<file path="src/rtl/hs_rule_pkg.sv">
package hs_rule_pkg;

  typedef enum logic {
    INV_START = 1'b0,
    INV_ERROR = 1'b1
  } inv_state_e;

  typedef enum logic {
    UN_IDLE = 1'b0,
    UN_OPEN = 1'b1
  } until_state_e;

  typedef enum logic {
    EV_CLEAR = 1'b0,
    EV_WAIT  = 1'b1
  } ev_state_e;

  typedef struct packed {
    logic mutex;
    logic latency;
    logic until_drop;
    logic until_live;
    logic eventual;
  } rule_flags_t;

  // Number of set bits in a vector of up to 32 bits.
  function automatic logic [7:0] count_set(input logic [31:0] v);
    logic [7:0] n;
    n = 8'd0;
    for (int i = 0; i < 32; i++) begin
      n = n + {7'd0, v[i]};
    end
    return n;
  endfunction

  function automatic logic any_flag(input rule_flags_t f);
    return |f;
  endfunction

endpackage

</file>
<file path="src/rtl/hs_inv_watch.sv">
module hs_inv_watch
  import hs_rule_pkg::*;
(
  input  logic clk_i,
  input  logic rst_i,
  input  logic hold_i,
  output logic trip_o,
  output logic err_o
);

  inv_state_e state_q;

  // A trip is the first cycle in which the invariant fails.
  assign trip_o = (state_q == INV_START) && !hold_i;
  assign err_o  = (state_q == INV_ERROR);

  always_ff @(posedge clk_i) begin
    if (rst_i) begin
      state_q <= INV_START;
    end else if (trip_o) begin
      state_q <= INV_ERROR;
    end
  end

endmodule

</file>
<file path="src/rtl/hs_lat_watch.sv">
module hs_lat_watch #(
  parameter int LAT = 3
) (
  input  logic           clk_i,
  input  logic           rst_i,
  input  logic           req_i,
  input  logic           grant_i,
  output logic [LAT-1:0] pipe_o,
  output logic           miss_o,
  output logic           err_o
);

  logic [LAT-1:0] pipe_q;
  logic           err_q;
  logic           due;

  // pipe_q[k] holds the request from k+1 cycles ago.
  generate
    if (LAT == 1) begin : g_single
      always_ff @(posedge clk_i) begin
        if (rst_i) pipe_q <= '0;
        else       pipe_q <= req_i;
      end
    end else begin : g_shift
      always_ff @(posedge clk_i) begin
        if (rst_i) pipe_q <= '0;
        else       pipe_q <= {pipe_q[LAT-2:0], req_i};
      end
    end
  endgenerate

  assign due    = pipe_q[LAT-1];
  assign miss_o = due && !grant_i;

  always_ff @(posedge clk_i) begin
    if (rst_i)       err_q <= 1'b0;
    else if (miss_o) err_q <= 1'b1;
  end

  assign pipe_o = pipe_q;
  assign err_o  = err_q;

endmodule

</file>
<file path="src/rtl/hs_until_watch.sv">
module hs_until_watch
  import hs_rule_pkg::*;
(
  input  logic clk_i,
  input  logic rst_i,
  input  logic req_i,
  input  logic ack_i,
  input  logic grant_i,
  input  logic eot_i,
  output logic open_o,
  output logic drop_o,
  output logic live_o,
  output logic err_drop_o,
  output logic err_live_o
);

  until_state_e state_q;
  until_state_e state_d;
  logic         err_drop_q;
  logic         err_live_q;

  assign open_o = (state_q == UN_OPEN);
  // An open obligation fails when neither ack nor the discharging grant shows.
  assign drop_o = open_o && !grant_i && !ack_i;
  assign live_o = open_o && eot_i && !grant_i;

  always_comb begin
    state_d = state_q;
    if (req_i) begin
      state_d = UN_OPEN;
    end else if (open_o && (grant_i || !ack_i)) begin
      state_d = UN_IDLE;
    end
  end

  always_ff @(posedge clk_i) begin
    if (rst_i) begin
      state_q    <= UN_IDLE;
      err_drop_q <= 1'b0;
      err_live_q <= 1'b0;
    end else begin
      state_q <= state_d;
      if (drop_o) err_drop_q <= 1'b1;
      if (live_o) err_live_q <= 1'b1;
    end
  end

  assign err_drop_o = err_drop_q;
  assign err_live_o = err_live_q;

endmodule

</file>
<file path="src/rtl/hs_eventual_watch.sv">
module hs_eventual_watch
  import hs_rule_pkg::*;
(
  input  logic clk_i,
  input  logic rst_i,
  input  logic req_i,
  input  logic grant_i,
  input  logic eot_i,
  output logic wait_o,
  output logic trip_o,
  output logic err_o
);

  ev_state_e state_q;
  ev_state_e state_d;
  logic      err_q;

  assign wait_o = (state_q == EV_WAIT);
  assign trip_o = wait_o && eot_i && !grant_i;

  always_comb begin
    state_d = state_q;
    if (req_i)        state_d = EV_WAIT;
    else if (grant_i) state_d = EV_CLEAR;
  end

  always_ff @(posedge clk_i) begin
    if (rst_i) begin
      state_q <= EV_CLEAR;
      err_q   <= 1'b0;
    end else begin
      state_q <= state_d;
      if (trip_o) err_q <= 1'b1;
    end
  end

  assign err_o = err_q;

endmodule

</file>
<file path="src/rtl/hs_rule_monitor.sv">
module hs_rule_monitor
  import hs_rule_pkg::*;
#(
  parameter  int LAT    = 3,
  localparam int PEND_W = $clog2(LAT + 3)
) (
  input  logic              clk_i,
  input  logic              rst_i,
  input  logic              req_i,
  input  logic              ack_i,
  input  logic              grant_i,
  input  logic              wr_a_i,
  input  logic              wr_b_i,
  input  logic              eot_i,
  output logic              err_mutex_o,
  output logic              err_latency_o,
  output logic              err_until_o,
  output logic              err_live_o,
  output logic              err_eventual_o,
  output logic              err_any_o,
  output logic [PEND_W-1:0] pending_o
);

  // Named internal events.
  logic           mutex_trip;
  logic           lat_miss;
  logic           until_drop;
  logic           until_live;
  logic           ev_trip;
  logic [LAT-1:0] lat_pipe;
  logic           until_open;
  logic           ev_wait;
  rule_flags_t    trips;
  logic           err_any_q;

  hs_inv_watch u_mutex (
    .clk_i  (clk_i),
    .rst_i  (rst_i),
    .hold_i (!(wr_a_i && wr_b_i)),
    .trip_o (mutex_trip),
    .err_o  (err_mutex_o)
  );

  hs_lat_watch #(.LAT(LAT)) u_lat (
    .clk_i   (clk_i),
    .rst_i   (rst_i),
    .req_i   (req_i),
    .grant_i (grant_i),
    .pipe_o  (lat_pipe),
    .miss_o  (lat_miss),
    .err_o   (err_latency_o)
  );

  hs_until_watch u_until (
    .clk_i      (clk_i),
    .rst_i      (rst_i),
    .req_i      (req_i),
    .ack_i      (ack_i),
    .grant_i    (grant_i),
    .eot_i      (eot_i),
    .open_o     (until_open),
    .drop_o     (until_drop),
    .live_o     (until_live),
    .err_drop_o (err_until_o),
    .err_live_o (err_live_o)
  );

  hs_eventual_watch u_ev (
    .clk_i   (clk_i),
    .rst_i   (rst_i),
    .req_i   (req_i),
    .grant_i (grant_i),
    .eot_i   (eot_i),
    .wait_o  (ev_wait),
    .trip_o  (ev_trip),
    .err_o   (err_eventual_o)
  );

  always_comb begin
    trips.mutex      = mutex_trip;
    trips.latency    = lat_miss;
    trips.until_drop = until_drop;
    trips.until_live = until_live;
    trips.eventual   = ev_trip;
  end

  always_ff @(posedge clk_i) begin
    if (rst_i)               err_any_q <= 1'b0;
    else if (any_flag(trips)) err_any_q <= 1'b1;
  end

  assign err_any_o = err_any_q;

  assign pending_o = PEND_W'(count_set(32'(lat_pipe))
                             + {7'd0, until_open}
                             + {7'd0, ev_wait});

endmodule

</file>
<file path="config.mk">
export PLATFORM = sky130hd
export DESIGN_NAME = hs_rule_monitor
export DESIGN_NICKNAME = d
export VERILOG_FILES = /design/src/rtl/hs_rule_pkg.sv /design/src/rtl/hs_inv_watch.sv /design/src/rtl/hs_lat_watch.sv /design/src/rtl/hs_until_watch.sv /design/src/rtl/hs_eventual_watch.sv /design/src/rtl/hs_rule_monitor.sv
export SDC_FILE = /design/constraint.sdc
export NUM_CORES = 1
export LEC_CHECK = 0
export ABC_CLOCK_PERIOD_IN_PS = 2500
export BUFFER_PORTS_ARGS = -buffer_cell sky130_fd_sc_hd__buf_4
export CELL_PAD_IN_SITES_DETAIL_PLACEMENT = 1
export CELL_PAD_IN_SITES_GLOBAL_PLACEMENT = 1
export CORE_AREA = 3 3 42 44
export CTS_CLUSTER_DIAMETER = 30
export DETAILED_ROUTE_END_ITERATION = 16
export DIE_AREA = 0 0 45 47
export PLACE_DENSITY = 0.68
export SYNTH_ARGS = -nofsm -noshare
export SYNTH_HDL_FRONTEND = slang
export SYNTH_SLANG_ARGS = --single-unit
</file>
<file path="constraint.sdc">
create_clock -name clk_i -period 2.5 [get_ports clk_i]
set_input_delay 0.75 -clock clk_i [delete_from_list [all_inputs] [get_ports clk_i]]
set_output_delay 0.75 -clock clk_i [all_outputs]
set_load 0.02 [all_outputs]
</file>
==> metrics.txt, run 1 <==
failing checks setup timing; post-layout min period 2.68 ns; synth warn 0; final setup margin -0.182 ns; drt drc 0; htree depth 1; Final Skew 0.00471 ns; Initial Utilization 29.3%; First-pass DRT Iterations 3; Total GRT Usage 12.3%; Die Y 47 µm; GPL Wtd Cong 0.684; MaxCap Viol Count 0; Ports 17; Syn Area/Cell 9.16 µm²; post-CTS setup buffer count 0; Mapped Nets 58; FF+latch area 223 µm²; relative slew slack 80.7%; Clk network pwr share 31.0%; Slew @ Worst Pin 0.285 ns; Root Buffer clkbuf_4; number of antenna diodes 0; Hold Buf Count CTS 0; Flop pwr share 48.5%; Skew-Pair Late Insertion Delay 0.27 ns; power per cell area 633 nW/µm²; setup TNS -0.363 ns; clk slew on worst S/H paths 0.07 ns; Finish-stage setup viols 3; CTS tree yes; fin crit share 107%; Lkg Pwr 0.294 nW; P_int 0.286 mW; Synth cell types 12; Post-Layout Inst Area 621 µm²; DR iter-0 viols 4; Gate power share 20.4%; total wire length 1010 µm; die area 2120 µm²; Pins Over Slew Limit 0; hold violation count in the final report 0; Die Width 45 µm; HP Class register to register; total gr overflow 0; Rows 14; Post-Synthesis Cells 47; layout cells sized above 1 37.9%; area of the multi-input gates 190 µm²; worst vdd ir 0.000227 V; average via count per standard cell 4.57; initial antenna violation count 0; placed cell area 566 µm²; largest net degree at the start of global routing 13; vias in the first global route 383; Filler cells 181; Synth Cell Area 430 µm²; area of the core 1470 µm²; Psw 0.107 mW; IO Port Bufs 16; Startpoint Class register; CP Max Fanout 2; PnR Total Power 0.393 mW; first-pass GRT wire length 1720 µm; commonest non-fill, non-tap cell in the layout buf_4; Final #Nets 78; achievable clock frequency 373 MHz; CTS sink count 11; sw frac 27.2%; FF+latch count, synth 11; outcome finished with violations; RSZ-0062 raised after global routing yes; clock buffer count from CTS 3; ANT nets after route 0; DR vias 375; highest-count cells in the layout ignoring fill and taps buf_4 (13), nor2_1 (11), dfxtp_1 (9), inv_1 (7), a21oi_1 (6); Wirelength per Cell 12.3 µm; Longest Clk Path Bufs 2; post-DP HPWL 796 µm; Placement Setup Slack 0.0184 ns; post-synthesis sequential area ratio 51.2%; Worst EP required 1.75 ns; Area Overhead vs Synth 44.2%; crit path kind register to primary output; WP data arrival 1.93 ns; Worst Setup End Kind primary output
power groups by stage:
stage / clock network [mW] / registers [mW] / logic (mW)
2_1_floorplan: 0 / 0.199 / 0.0357
5_1_grt: 0.135 / 0.192 / 0.0899
3_5_place_dp: 0 / 0.194 / 0.0731
3_3_place_gp: 0 / 0.194 / 0.0711
6_report: 0.122 / 0.191 / 0.0802
4_1_cts: 0.129 / 0.191 / 0.0823
synthesized netlist by cell type:
| cell type | instances | area (µm²) |
|---|---|---|
| a31oi_1 | 1 | 6.26 |
| dfxtp_1 | 11 | 220 |
| buf_2 | 1 | 5.00 |
| nor2b_1 | 3 | 18.8 |
| o311ai_1 | 1 | 8.76 |
| ha_1 | 1 | 12.5 |
| a211o_1 | 1 | 8.76 |
| o21ai_2 | 1 | 8.76 |
| fa_1 | 2 | 40.0 |
| a21oi_1 | 6 | 30.0 |
| nor2_1 | 11 | 41.3 |
| inv_1 | 8 | 30.0 |
metrics by stage:
step / hold WS, ns / utilization, % / instances
floorplan: 0.438 / - / 47
global placement: 0.452 / 38.4 / 78
detailed placement: 0.461 / 38.4 / 78
CTS: 0.457 / 42.1 / 82
global route: 0.472 / 42.2 / 82
finish: 0.444 / 42.2 / 82
sequential cells by signal, indices dropped and copies added (netlist names):
| register | flops |
|---|---|
| u_until.err_drop_o | 1 |
| err_any_o | 1 |
| u_ev.err_o | 1 |
| u_lat.pipe_o | 3 |
| u_until.err_live_o | 1 |
| u_until.open_o | 1 |
| u_mutex.err_o | 1 |
| u_lat.err_o | 1 |
| u_ev.wait_o | 1 |
metal layers:
layer	track usage [%]	routed length (µm)
met3	3.45	57
met5	0	0
met1	14.3	415
met2	17.8	488
met4	12.3	45
what timing repair did:
| action | in CTS | in global routing |
|---|---|---|
| endpoints found under the hold margin | 0 | 0 |
| endpoints found under the setup margin | 3 | 3 |
| resized for setup | 7 | 1 |
| pin swaps | 0 | 0 |
cells by family after synthesis:
logic type	Yosys count	synth area share, %
buffers and inverters	9	8.14
AOI/OAI and AO/OA	10	14.5
and+or+nand+nor	14	14.0
DFF	11	51.2
adders and majority gates	3	12.2
critical path, cell delays in order, from the launching register on:
cell     delay (ns)
dfxtp_2        0.32
inv_2          0.04
fa_1           0.52
inv_1          0.05
fa_2           0.35
ha_4           0.27
buf_6          0.10
area by class of cell:
type	count	share of cell area [%]
repair buffers	16	21.2
flip-flops and latches	11	35.9
well taps	16	3.23
inverters	8	4.84
multi-input cells	27	30.6
clock buffers	4	4.23
worst paths after layout:
| kind | from | end | slack [ns] | cells past startpoint |
|---|---|---|---|---|
| max | u_lat.pipe_o[0]$_SDFF_PP0_ | pending_o[1] | -0.18 | 6 |
| min | u_lat.pipe_o[0]$_SDFF_PP0_ | u_lat.pipe_o[1]$_SDFF_PP0_ | 0.44 | 2 |
| max reg2reg | u_lat.pipe_o[2]$_SDFF_PP0_ | err_any_o$_SDFFE_PP0P_ | 1.57 | 3 |
| min reg2reg | u_lat.pipe_o[0]$_SDFF_PP0_ | u_lat.pipe_o[1]$_SDFF_PP0_ | 0.44 | 2 |
Note: power is estimated with default switching activity, not from simulation.
==> inputs of run 2 (changes only) <==
--- a/config.mk
+++ b/config.mk
@@ -14,6 +14,7 @@
 export DETAILED_ROUTE_END_ITERATION = 16
 export DIE_AREA = 0 0 45 47
 export PLACE_DENSITY = 0.68
+export SETUP_SLACK_MARGIN = 0.2
 export SYNTH_ARGS = -nofsm -noshare
 export SYNTH_HDL_FRONTEND = slang
 export SYNTH_SLANG_ARGS = --single-unit
==> run 2 against run 1 <==
The run still ends with setup timing left. Clock skew down 0.0029 ns. Combinational power rose by 4.1%. Hold slack improved by 0.0087 ns. Register-to-register slack hardly changed. Count of clock-buffer cells in the layout is the same. Clock power is essentially flat. Cell area unchanged. Sequential share of layout area is the same. Total power grew 1.2%. Wire length is 5.8% higher. First-iteration DRC count fell by 75%. Fmax is 1.1% lower. Critical endpoint unchanged. Highest routed layer unchanged.
==> metrics.txt, run 2 (synthesized netlist as in run 1, its figures left out) <==
largest net degree at the start of global routing 13; layout cells sized above 1 37.9%; first-pass GRT wire length 1690 µm; ANT nets after route 0; Skew-Pair Late Insertion Delay 0.27 ns; Finish-stage setup viols 3; hold-critical path depth 2; placed cell area 581 µm²; vias in the first global route 372; Hold Buf Count CTS 0; RSZ-0062 raised after global routing yes; final setup margin -0.211 ns; initial antenna violation count 0; met3 Resource Use GR 2.30%; drt drc 0; total wire length 1070 µm; power per cell area 640 nW/µm²; RR Endpoint err_any_o$_SDFFE_PP0P_; Final Skew 0.00177 ns; achievable clock frequency 369 MHz; fin crit share 108%; Rows 14; MaxCap Viol Count 0; Most Crowded Layer GR met2; commonest non-fill, non-tap cell in the layout buf_4; Slew @ Worst Pin 0.309 ns; worst vdd ir 0.000328 V; worst reg2reg startpoint u_lat.pipe_o[2]$_SDFF_PP0_; clk slew on worst S/H paths 0.07 ns; Worst Hold Path EP u_lat.pipe_o[1]$_SDFF_PP0_; Worst Setup End Kind primary output; post-layout min period 2.71 ns; Die Y 47 µm; Post-Layout Inst Area 621 µm²; max FFs per register 3; r2r setup slk 1.57 ns; Reg2Reg Depth 3; HP Class register to register; total gr overflow 0; WP data arrival 1.96 ns; number of antenna diodes 0; post-CTS setup buffer count 0; PnR Total Power 0.397 mW; Worst EP required 1.75 ns; crit path cell chain inv_2, fa_1, inv_1, fa_2, ha_4, buf_6; setup TNS -0.434 ns; die area 2120 µm²; Final #Nets 78; met2 Use GR 21.2%; Die Width 45 µm; met1 usage 12.8%; DR vias 372; Initial Utilization 29.3%; average via count per standard cell 4.54; CP delay by family, top adder cells; highest-count cells in the layout ignoring fill and taps buf_4 (13), nor2_1 (11), dfxtp_1 (9), inv_1 (7), a21oi_1 (6); Wirelength per Cell 13.0 µm; crit path kind register to primary output; failing checks setup timing; area of the core 1470 µm²; Slowest-stage cell, CP fa_1; CTS sink count 11; outcome finished with violations; Pins Over Slew Limit 0; CP peak stage delay 0.53 ns; Lkg Pwr 0.294 nW; Worst Path Buf+Inv 3; Longest Clk Path Bufs 2; CP Max Fanout 2; Filler cells 191; htree depth 1; relative slew slack 79.1%; Root Buffer clkbuf_4; CTS tree yes; IO Port Bufs 16; clock buffer count from CTS 3; GPL Wtd Cong 0.694; Ports 17; hold violation count in the final report 0; Area Overhead vs Synth 44.2%; Total GRT Usage 11.8%; beginning of the worst hold path u_lat.pipe_o[0]$_SDFF_PP0_; Startpoint Class register; First-pass DRT Iterations 3; DR iter-0 viols 1
run 2: cell counts in the layout (fill, tap and decap cells not counted):
No cell type changed its count.
run 2: worst max path at each step:
stage / startpoint / endpoint / slack (ns) / cells past startpoint
floorplan: u_lat.pipe_o[0]$_SDFF_PP0_ / pending_o[1] / 0.20 / 5
global placement: u_lat.pipe_o[0]$_SDFF_PP0_ / pending_o[1] / 0.10 / 6
detailed placement: u_until.open_o$_SDFFE_PP0P_ / pending_o[1] / 0.04 / 6
CTS: u_lat.pipe_o[0]$_SDFF_PP0_ / pending_o[1] / -0.23 / 6
global route: u_lat.pipe_o[0]$_SDFF_PP0_ / pending_o[1] / -0.27 / 6
finish: u_lat.pipe_o[0]$_SDFF_PP0_ / pending_o[1] / -0.21 / 6
run 2: final cells by class:
type	count	area (µm²)	area share [%]
Clock buffer	4	26.3	4.23
Timing Repair Buffer	16	131	21.2
Tap cell	16	20.0	3.23
Inverter	8	30.0	4.84
Sequential cell	11	223	35.9
Multi-Input combinational cell	27	190	30.6
run 2: stage by stage:
stage | utilization [%] | setup WS, ns | hold WS [ns] | cells
floorplan | - | 0.198 | 0.438 | 47
global placement | 39.5 | 0.104 | 0.450 | 78
detailed placement | 39.5 | 0.0382 | 0.462 | 78
CTS | 42.2 | -0.227 | 0.453 | 82
global route | 42.2 | -0.271 | 0.476 | 82
finish | 42.2 | -0.211 | 0.453 | 82
run 2: worst register-to-register path, cell delays in order (launching register included):
cell	delay [ns]
dfxtp_1	0.37
a211o_1	0.28
o311ai_1	0.09
o21ai_2	0.08
run 2: power breakdown:
group	internal, mW	leakage (nW)	switching (mW)	total, mW
Combinational	0.0408	0.188	0.0427	0.0835
Sequential	0.185	0.0911	0.00601	0.191
Clock	0.0618	0.0150	0.0614	0.123
run 2: repair_timing:
action,in CTS,in global routing
endpoints found under the setup margin,3,3
pin swaps,0,0
resized for setup,6,0
run 2: metal layers:
metal	wire [µm]	vias up
met4	12	0
li1	-	187
met1	407	172
met2	581	11
met3	63	2
met5	0	-
